<file path="config.mk">
export PLATFORM = sky130hd
export DESIGN_NAME = dma_engine
export DESIGN_NICKNAME = d
export VERILOG_FILES = /design/src/rtl/dma_pkg.sv /design/src/rtl/dma_addr_gen.sv /design/src/rtl/dma_seq.sv /design/src/rtl/dma_engine.sv
export SDC_FILE = /design/constraint.sdc
export NUM_CORES = 1
export LEC_CHECK = 0
export BUFFER_PORTS_ARGS = -buffer_cell sky130_fd_sc_hd__clkbuf_2
export CAP_MARGIN = 20
export CORE_MARGIN = 1.5
export CORE_UTILIZATION = 55
export CTS_CLUSTER_SIZE = 25
export DETAILED_ROUTE_END_ITERATION = 10
export MAX_ROUTING_LAYER = met4
export PLACE_DENSITY_LB_ADDON = 0.15
export SLEW_MARGIN = 10
export SYNTH_ARGS = -nofsm -noshare
export SYNTH_HDL_FRONTEND = slang
export SYNTH_HIERARCHICAL = 1
export SYNTH_SLANG_ARGS = --single-unit
export TNS_END_PERCENT = 100
</file>
<file path="constraint.sdc">
create_clock -name clk -period 7.65 [get_ports clk]
set_input_delay 0.765 -clock clk [delete_from_list [all_inputs] [get_ports clk]]
set_output_delay 0.765 -clock clk [all_outputs]
set_load 0.005 [all_outputs]
</file>
<file path="src/rtl/dma_pkg.sv">
package dma_pkg;
    typedef enum logic [1:0] {
        STEP_HOLD = 2'b00,
        STEP_INC  = 2'b01,
        STEP_DEC  = 2'b10,
        STEP_HLD2 = 2'b11
    } step_e;

    typedef enum logic [1:0] {
        S_IDLE,
        S_ARB,
        S_RD,
        S_WR
    } seq_e;
endpackage

</file>
<file path="src/rtl/dma_addr_gen.sv">
module dma_addr_gen #(
    parameter int AW = 16,
    parameter int NW = 4
) (
    input  logic [AW-1:0] cur,
    input  logic [1:0]    step,
    input  logic          word,
    input  logic          wrap_en,
    input  logic [NW-1:0] wrap_n,
    output logic [AW-1:0] nxt
);
    import dma_pkg::*;

    logic [AW-1:0] delta;
    logic [AW-1:0] raw;
    logic [AW-1:0] mask;

    always_comb begin
        delta = word ? AW'(2) : AW'(1);
        unique case (step_e'(step))
            STEP_INC: raw = cur + delta;
            STEP_DEC: raw = cur - delta;
            default:  raw = cur;
        endcase
        mask = (AW'(1) << wrap_n) - AW'(1);
        nxt  = wrap_en ? ((cur & ~mask) | (raw & mask)) : raw;
    end
endmodule

</file>
<file path="src/rtl/dma_seq.sv">
module dma_seq #(
    parameter int CNTW = 9
) (
    input  logic            clk,
    input  logic            rst_n,
    input  logic            en,
    input  logic            req_in,
    input  logic            gnt,
    input  logic            rdy,
    input  logic [CNTW-1:0] units,
    input  logic            tot_last,
    output logic            st_rd,
    output logic            st_wr,
    output logic            rd_done,
    output logic            xfer_done,
    output logic            finish,
    output logic            bus_req,
    output logic            bus_lock
);
    import dma_pkg::*;

    seq_e            state_q, state_d;
    logic [CNTW-1:0] blk_q;
    logic            pend_q;
    logic            take;

    assign take = (state_q == S_IDLE) && en && pend_q;

    always_comb begin
        state_d = state_q;
        unique case (state_q)
            S_IDLE: if (take) state_d = S_ARB;
            S_ARB:  if (gnt)  state_d = S_RD;
            S_RD:   if (rdy)  state_d = S_WR;
            S_WR: begin
                if (rdy) begin
                    if (tot_last || !en || blk_q == CNTW'(1)) state_d = S_IDLE;
                    else                                      state_d = S_ARB;
                end
            end
        endcase
    end

    always_ff @(posedge clk or negedge rst_n) begin
        if (!rst_n) begin
            state_q <= S_IDLE;
            blk_q   <= '0;
            pend_q  <= 1'b0;
        end else begin
            state_q <= state_d;
            pend_q  <= en && ((pend_q && !take) || req_in);
            if (take)           blk_q <= units;
            else if (xfer_done) blk_q <= blk_q - CNTW'(1);
        end
    end

    always_comb begin
        st_rd     = (state_q == S_RD);
        st_wr     = (state_q == S_WR);
        rd_done   = st_rd && rdy;
        xfer_done = st_wr && rdy;
        finish    = xfer_done && tot_last;
        bus_req   = (state_q != S_IDLE);
        bus_lock  = st_rd || st_wr;
    end

    p_wr_after_rd_r3: assert property (@(posedge clk) disable iff (!rst_n)
        (state_q == S_RD && rdy) |=> (state_q == S_WR && bus_lock));
    p_lock_under_req_r3: assert property (@(posedge clk) disable iff (!rst_n)
        bus_lock |-> bus_req);
    p_blk_nonzero_r1: assert property (@(posedge clk) disable iff (!rst_n)
        (state_q != S_IDLE) |-> (blk_q != '0));
endmodule

</file>
<file path="src/rtl/dma_engine.sv">
module dma_engine #(
    parameter int AW = 16,
    parameter int DW = 16,
    parameter int CW = 16,
    parameter int BW = 8,
    parameter int NW = 4
) (
    input  logic          clk,
    input  logic          rst_n,
    input  logic          reg_we,
    input  logic [2:0]    reg_sel,
    input  logic [31:0]   reg_wdata,
    input  logic          xfer_req,
    input  logic          bus_gnt,
    input  logic          bus_rdy,
    input  logic [DW-1:0] bus_rdata,
    output logic          ch_enable,
    output logic          ch_done,
    output logic          bus_req,
    output logic          bus_lock,
    output logic          bus_we,
    output logic          bus_word,
    output logic [AW-1:0] bus_addr,
    output logic [DW-1:0] bus_wdata,
    output logic          eot_strobe,
    output logic          xfer_ack
);
    localparam int CNTW   = BW + 1;
    localparam int M_NLSB = 9;

    logic [AW-1:0] src_q, dst_q, src_nxt, dst_nxt;
    logic [CW-1:0] tot_q;
    logic [BW-1:0] blk_q;
    logic [DW-1:0] data_q;
    logic          en_q, done_q, word_q, eot_en_q, swrap_q, dwrap_q;
    logic [1:0]    sstep_q, dstep_q;
    logic [NW-1:0] wrap_n_q;
    logic          st_rd, st_wr, rd_done, xfer_done, finish, tot_last;
    logic [CNTW-1:0] units;

    assign units    = {1'b0, blk_q} + CNTW'(1);
    assign tot_last = (tot_q == CW'(1));

    dma_addr_gen #(.AW(AW), .NW(NW)) u_src_gen (
        .cur(src_q), .step(sstep_q), .word(word_q), .wrap_en(swrap_q),
        .wrap_n(wrap_n_q), .nxt(src_nxt));

    dma_addr_gen #(.AW(AW), .NW(NW)) u_dst_gen (
        .cur(dst_q), .step(dstep_q), .word(word_q), .wrap_en(dwrap_q),
        .wrap_n(wrap_n_q), .nxt(dst_nxt));

    dma_seq #(.CNTW(CNTW)) u_seq (
        .clk(clk), .rst_n(rst_n), .en(en_q), .req_in(xfer_req), .gnt(bus_gnt),
        .rdy(bus_rdy), .units(units), .tot_last(tot_last), .st_rd(st_rd),
        .st_wr(st_wr), .rd_done(rd_done), .xfer_done(xfer_done), .finish(finish),
        .bus_req(bus_req), .bus_lock(bus_lock));

    always_ff @(posedge clk or negedge rst_n) begin
        if (!rst_n) begin
            src_q    <= '0;
            dst_q    <= '0;
            tot_q    <= '0;
            blk_q    <= '0;
            data_q   <= '0;
            en_q     <= 1'b0;
            done_q   <= 1'b0;
            word_q   <= 1'b0;
            eot_en_q <= 1'b0;
            swrap_q  <= 1'b0;
            dwrap_q  <= 1'b0;
            sstep_q  <= 2'b00;
            dstep_q  <= 2'b00;
            wrap_n_q <= '0;
        end else begin
            if (rd_done) data_q <= bus_rdata;
            if (xfer_done) begin
                src_q <= src_nxt;
                dst_q <= dst_nxt;
                if (tot_q != '0) tot_q <= tot_q - CW'(1);
            end
            if (finish) begin
                en_q   <= 1'b0;
                done_q <= 1'b1;
            end
            if (reg_we) begin
                case (reg_sel)
                    3'd0: src_q <= reg_wdata[AW-1:0];
                    3'd1: dst_q <= reg_wdata[AW-1:0];
                    3'd2: tot_q <= reg_wdata[CW-1:0];
                    3'd3: blk_q <= reg_wdata[BW-1:0];
                    3'd4: begin
                        en_q     <= reg_wdata[0];
                        done_q   <= done_q & ~reg_wdata[0];
                        word_q   <= reg_wdata[1];
                        sstep_q  <= reg_wdata[3:2];
                        dstep_q  <= reg_wdata[5:4];
                        eot_en_q <= reg_wdata[6];
                        swrap_q  <= reg_wdata[7];
                        dwrap_q  <= reg_wdata[8];
                        wrap_n_q <= reg_wdata[M_NLSB +: NW];
                    end
                    default: ;
                endcase
            end
        end
    end

    always_comb begin
        ch_enable  = en_q;
        ch_done    = done_q;
        bus_we     = st_wr;
        bus_word   = word_q;
        bus_addr   = st_wr ? dst_q : src_q;
        bus_wdata  = data_q;
        eot_strobe = eot_en_q && tot_last && (st_rd || st_wr);
        xfer_ack   = 1'b0;
    end

    p_done_clears_en_r6: assert property (@(posedge clk) disable iff (!rst_n)
        $rose(done_q) |-> !en_q);
    p_eot_in_pair_r7: assert property (@(posedge clk) disable iff (!rst_n)
        eot_strobe |-> bus_lock);
    p_src_hold_r4: assert property (@(posedge clk) disable iff (!rst_n)
        (xfer_done && (sstep_q[0] == sstep_q[1]) && !reg_we) |=> $stable(src_q));
    p_wrap_upper_r5: assert property (@(posedge clk) disable iff (!rst_n)
        (xfer_done && swrap_q && !reg_we) |=>
        (((src_q ^ $past(src_q)) & ~((AW'(1) << wrap_n_q) - AW'(1))) == '0));
endmodule

</file>
==> summary.txt <==
CTS
  – H-tree levels: 3
  – Hold-fix buffers, CTS: 0
  – Clock Path Buffers: 2
  – Post-CTS setup buffer count: 0
  – Clock transition at path regs: 0.07 ns
  – CTS root buffer: clkbuf_16
  – CTS tree: built
  – Worst skew pair latency: 0.36 ns
  – Clock sinks: between 90 and 100
  – TritonCTS Buffers: 9
  – CTS resizes: 0

GRT
  – Vias in the first global route: 6,113
  – First-pass GRT wire length: roughly 32,000 µm
  – Gr ovfl total: 0
  – Largest net degree at the start of global routing: 65
  – Initial antenna violation count: 0
  – GRT Overall Usage: 28.3%

Critical path
  – Reg2reg setup slack: 3.93 ns
  – Req. time, crit path: 7.93 ns
  – Nature of the critical path endpoint: flip-flop
  – Startpoint types: flip-flop
  – Worst path slowest cell: fa_1
  – Setup CP Type: flip-flop to flip-flop
  – CP max stage delay: ~0.53 ns
  – Crit-path max FO: 36
  – WP data arrival: about 4.0 ns
  – Worst r2r dst: src_q[8]
  – CP Cell Sequence: inv_1, ha_1, buf_4, inv_1, nor2_1, fa_1, and2_1, a211oi_2, o21ai_1, nor3_1, o21ai_1, a221oi_2, xor2_1, mux2i_1, o21ai_0
  – Worst Reg2Reg Path Length in Cells: 15
  – Worst reg2reg path startpoint: sstep_q[0]

Logic synthesis
  – Post-synth top area cell: dfrtp_1
  – Post-synthesis simple-gate area fraction: around 20%
  – Ys Warns: 6
  – Top cells by area, synth: dfrtp_1, mux2_2, o21ai_0
  – Share of Yosys cell area claimed by the top area cell type: between 30% and 40%
  – Synth Area in Compound Gates: between 10% and 20%
  – Post-Syn Nets: 984
  – FFs w/ async S/R, synth: 100%
  – Distinct cells, synth: 90
  – Register area share after synthesis: 31.2%
  – Synthesized cell area: 7870 µm²
  – Number of flops mapped to enable cells by yosys: 0
  – Flops & latches, synth: 98
  – Adder-cell share of the synthesized area: 3.85%
  – XOR/XNOR Fraction of Synth Area: 6.90%
  – Synth Flop Type: dfrtp_1
  – Mean area per synthesized cell: around 8.7 µm²
  – Post-Syn Instances: 904
  – Mux contribution to synthesized area: about an eighth
  – Largest family of logic cells by synthesized area: simple AND/OR/NAND/NOR gates

Route
  – DRT iter0 DRCs: 443
  – Vias per cell: 6.09
  – DRT Pass-1 Iters: 5
  – Drt wl/cell: between 15 and 20 µm
  – DR vias: 6,809
  – Residual DRC: 0
  – ANT nets after route: 0
  – Drt total wl: slightly below 20,000 µm

Pwr
  – Peak supply drop: between 0.00015 and 0.0002 V
  – Comb pwr share: 48.4%
  – Clock power frac: 14.7%
  – Pwr Total: 3.02 mW
  – Int Pwr: 1.67 mW
  – NetSw: 1.35 mW
  – Pwr Density: 355 nW/µm²
  – Lkg Pwr: 3.43 nW
  – Sw frac: between 40% and 50%
  – Reg power frac: 36.9%

Die
  – Die ar.: 15,000 µm²
  – # rows: 43
  – Die Span X: 123 µm
  – # IOs: slightly below 100
  – Die Y: ~120 µm
  – Core region area: 13,900 µm²
  – Initial core utilization: 56.5%

STA
  – Period utilization: around 50%
  – Slew Limit Fails: 0
  – Min Clock Period, post-route: 3.72 ns
  – Setup TNS: 0 ns
  – Worst-margin pin slew: 0.863 ns
  – Hold Fails Final Rpt: 0
  – F_max: approximately 270 MHz
  – Final setup violation count: 0
  – Final Hold Slack: 0.365 ns
  – Relative slew slack: between 40% and 50%
  – RSZ-0062 raised after global routing: no
  – Final worst slack: 3.93 ns
  – Setup Skew: 0.00924 ns

Finish
  – Ant diodes: 0
  – Layout cell share with drive strength beyond 1: a little over a fifth
  – Final #Nets: 1,013
  – Non-Filler Instances: 1,118
  – Most frequent cells in the layout: nand2_1, dfrtp_1, o21ai_0
  – Final instance area: approximately 8500 µm²
  – Syn-to-layout area delta: 8.27%
  – Post-Route Utilization: 61.1%

Placement
  – Dpl hpwl: 13,900 µm
  – Routability Congestion: 0.867
  – Placed cells: ~1,100
  – IO Port Bufs: 79
  – Dpl cell area: 8220 µm²
  – Place WS: 4.03 ns

Status
  – Outcome: complete, no violations

Hold path
  – Class of the worst hold path: input port to asynchronous set/reset pin

Job
  – Max Cap Viol: 0
==> worst max-delay path, delay by kind of cell, from the launching register on <==
kind / cells / cell delay, ns
simple gates: 3 / 0.69
xor+xnor: 1 / 0.17
mux: 1 / 0.09
flops: 1 / 0.34
buf+inv: 3 / 0.73
fa+ha+maj: 2 / 0.72
compound gates: 5 / 0.90
==> power groups by stage <==
stage / clock network [mW] / logic, mW / registers [mW]
after global placement: 0 / 1.42 / 1.11
after floorplan: 0 / 1.27 / 0.903
final: 0.445 / 1.46 / 1.11
after global routing: 0.477 / 1.63 / 1.16
after detailed placement: 0 / 1.45 / 1.12
after CTS: 0.459 / 1.46 / 1.11
==> sequential cells by signal (all words and copies together), names as in the netlist, 2 cells and up <==
signal         count
blk_q              8
src_q             16
u_seq/blk_q        9
wrap_n_q           4
tot_q             16
dst_q             16
u_seq/state_q      2
sstep_q            2
dstep_q            2
bus_wdata         16
==> metal layers <==
metal,global-route usage [%],vias to the layer above,wire [µm]
li1,-,3309,-
met1,38.7,3247,9300
met5,-,-,0
met4,10.8,0,514
met2,43.5,220,9130
met3,2.83,33,944
==> synthesized netlist by cell type, types with 7 or more instances <==
cell and number:
a211oi_1 9, a21oi_1 26, a31oi_1 11, buf_2 26
clkbuf_1 31, dfrtp_1 98, ha_1 21, inv_1 24
mux2_2 56, mux2i_1 35, nand2_1 98, nand2b_1 12
nand3_1 21, nor2_1 58, nor2b_1 13, nor3_1 23
nor4_1 8, o211ai_1 7, o21a_1 7, o21ai_0 84
o21ai_1 11, o22ai_1 8, or3_1 11, xnor2_1 27
xor2_1 35
==> how the worst max path moves through the flow <==
stage	end	startpoint	slack [ns]
after detailed placement	src_q[8]	sstep_q[0]	4.03
after global placement	src_q[8]	sstep_q[0]	4.14
after global routing	src_q[8]	sstep_q[0]	3.65
after floorplan	src_q[8]	sstep_q[0]	4.69
final	src_q[8]	sstep_q[0]	3.93
after CTS	src_q[8]	sstep_q[0]	4.00
==> kinds of logic (layout without fill, tap and decap cells) <==
group / after synthesis / after routing
and+or+nand+nor: 304 / 304
AOI/OAI and AO/OA: 229 / 229
DFF: 98 / 98
buffers and inverters: 95 / 129
muxes: 92 / 92
xor gates and xnor gates: 62 / 62
adders and majority gates: 23 / 23
other: 1 / 1
==> layout make-up <==
cell class	instances	area, µm²
timing repair buffer	88	473
clock inverter	7	61.3
tap	180	225
fill	1254	5410
clock buffer	9	225
multi-input combinational	711	4990
inverter	25	93.8
sequential	98	2450
Power figures use the tool's default switching activity.
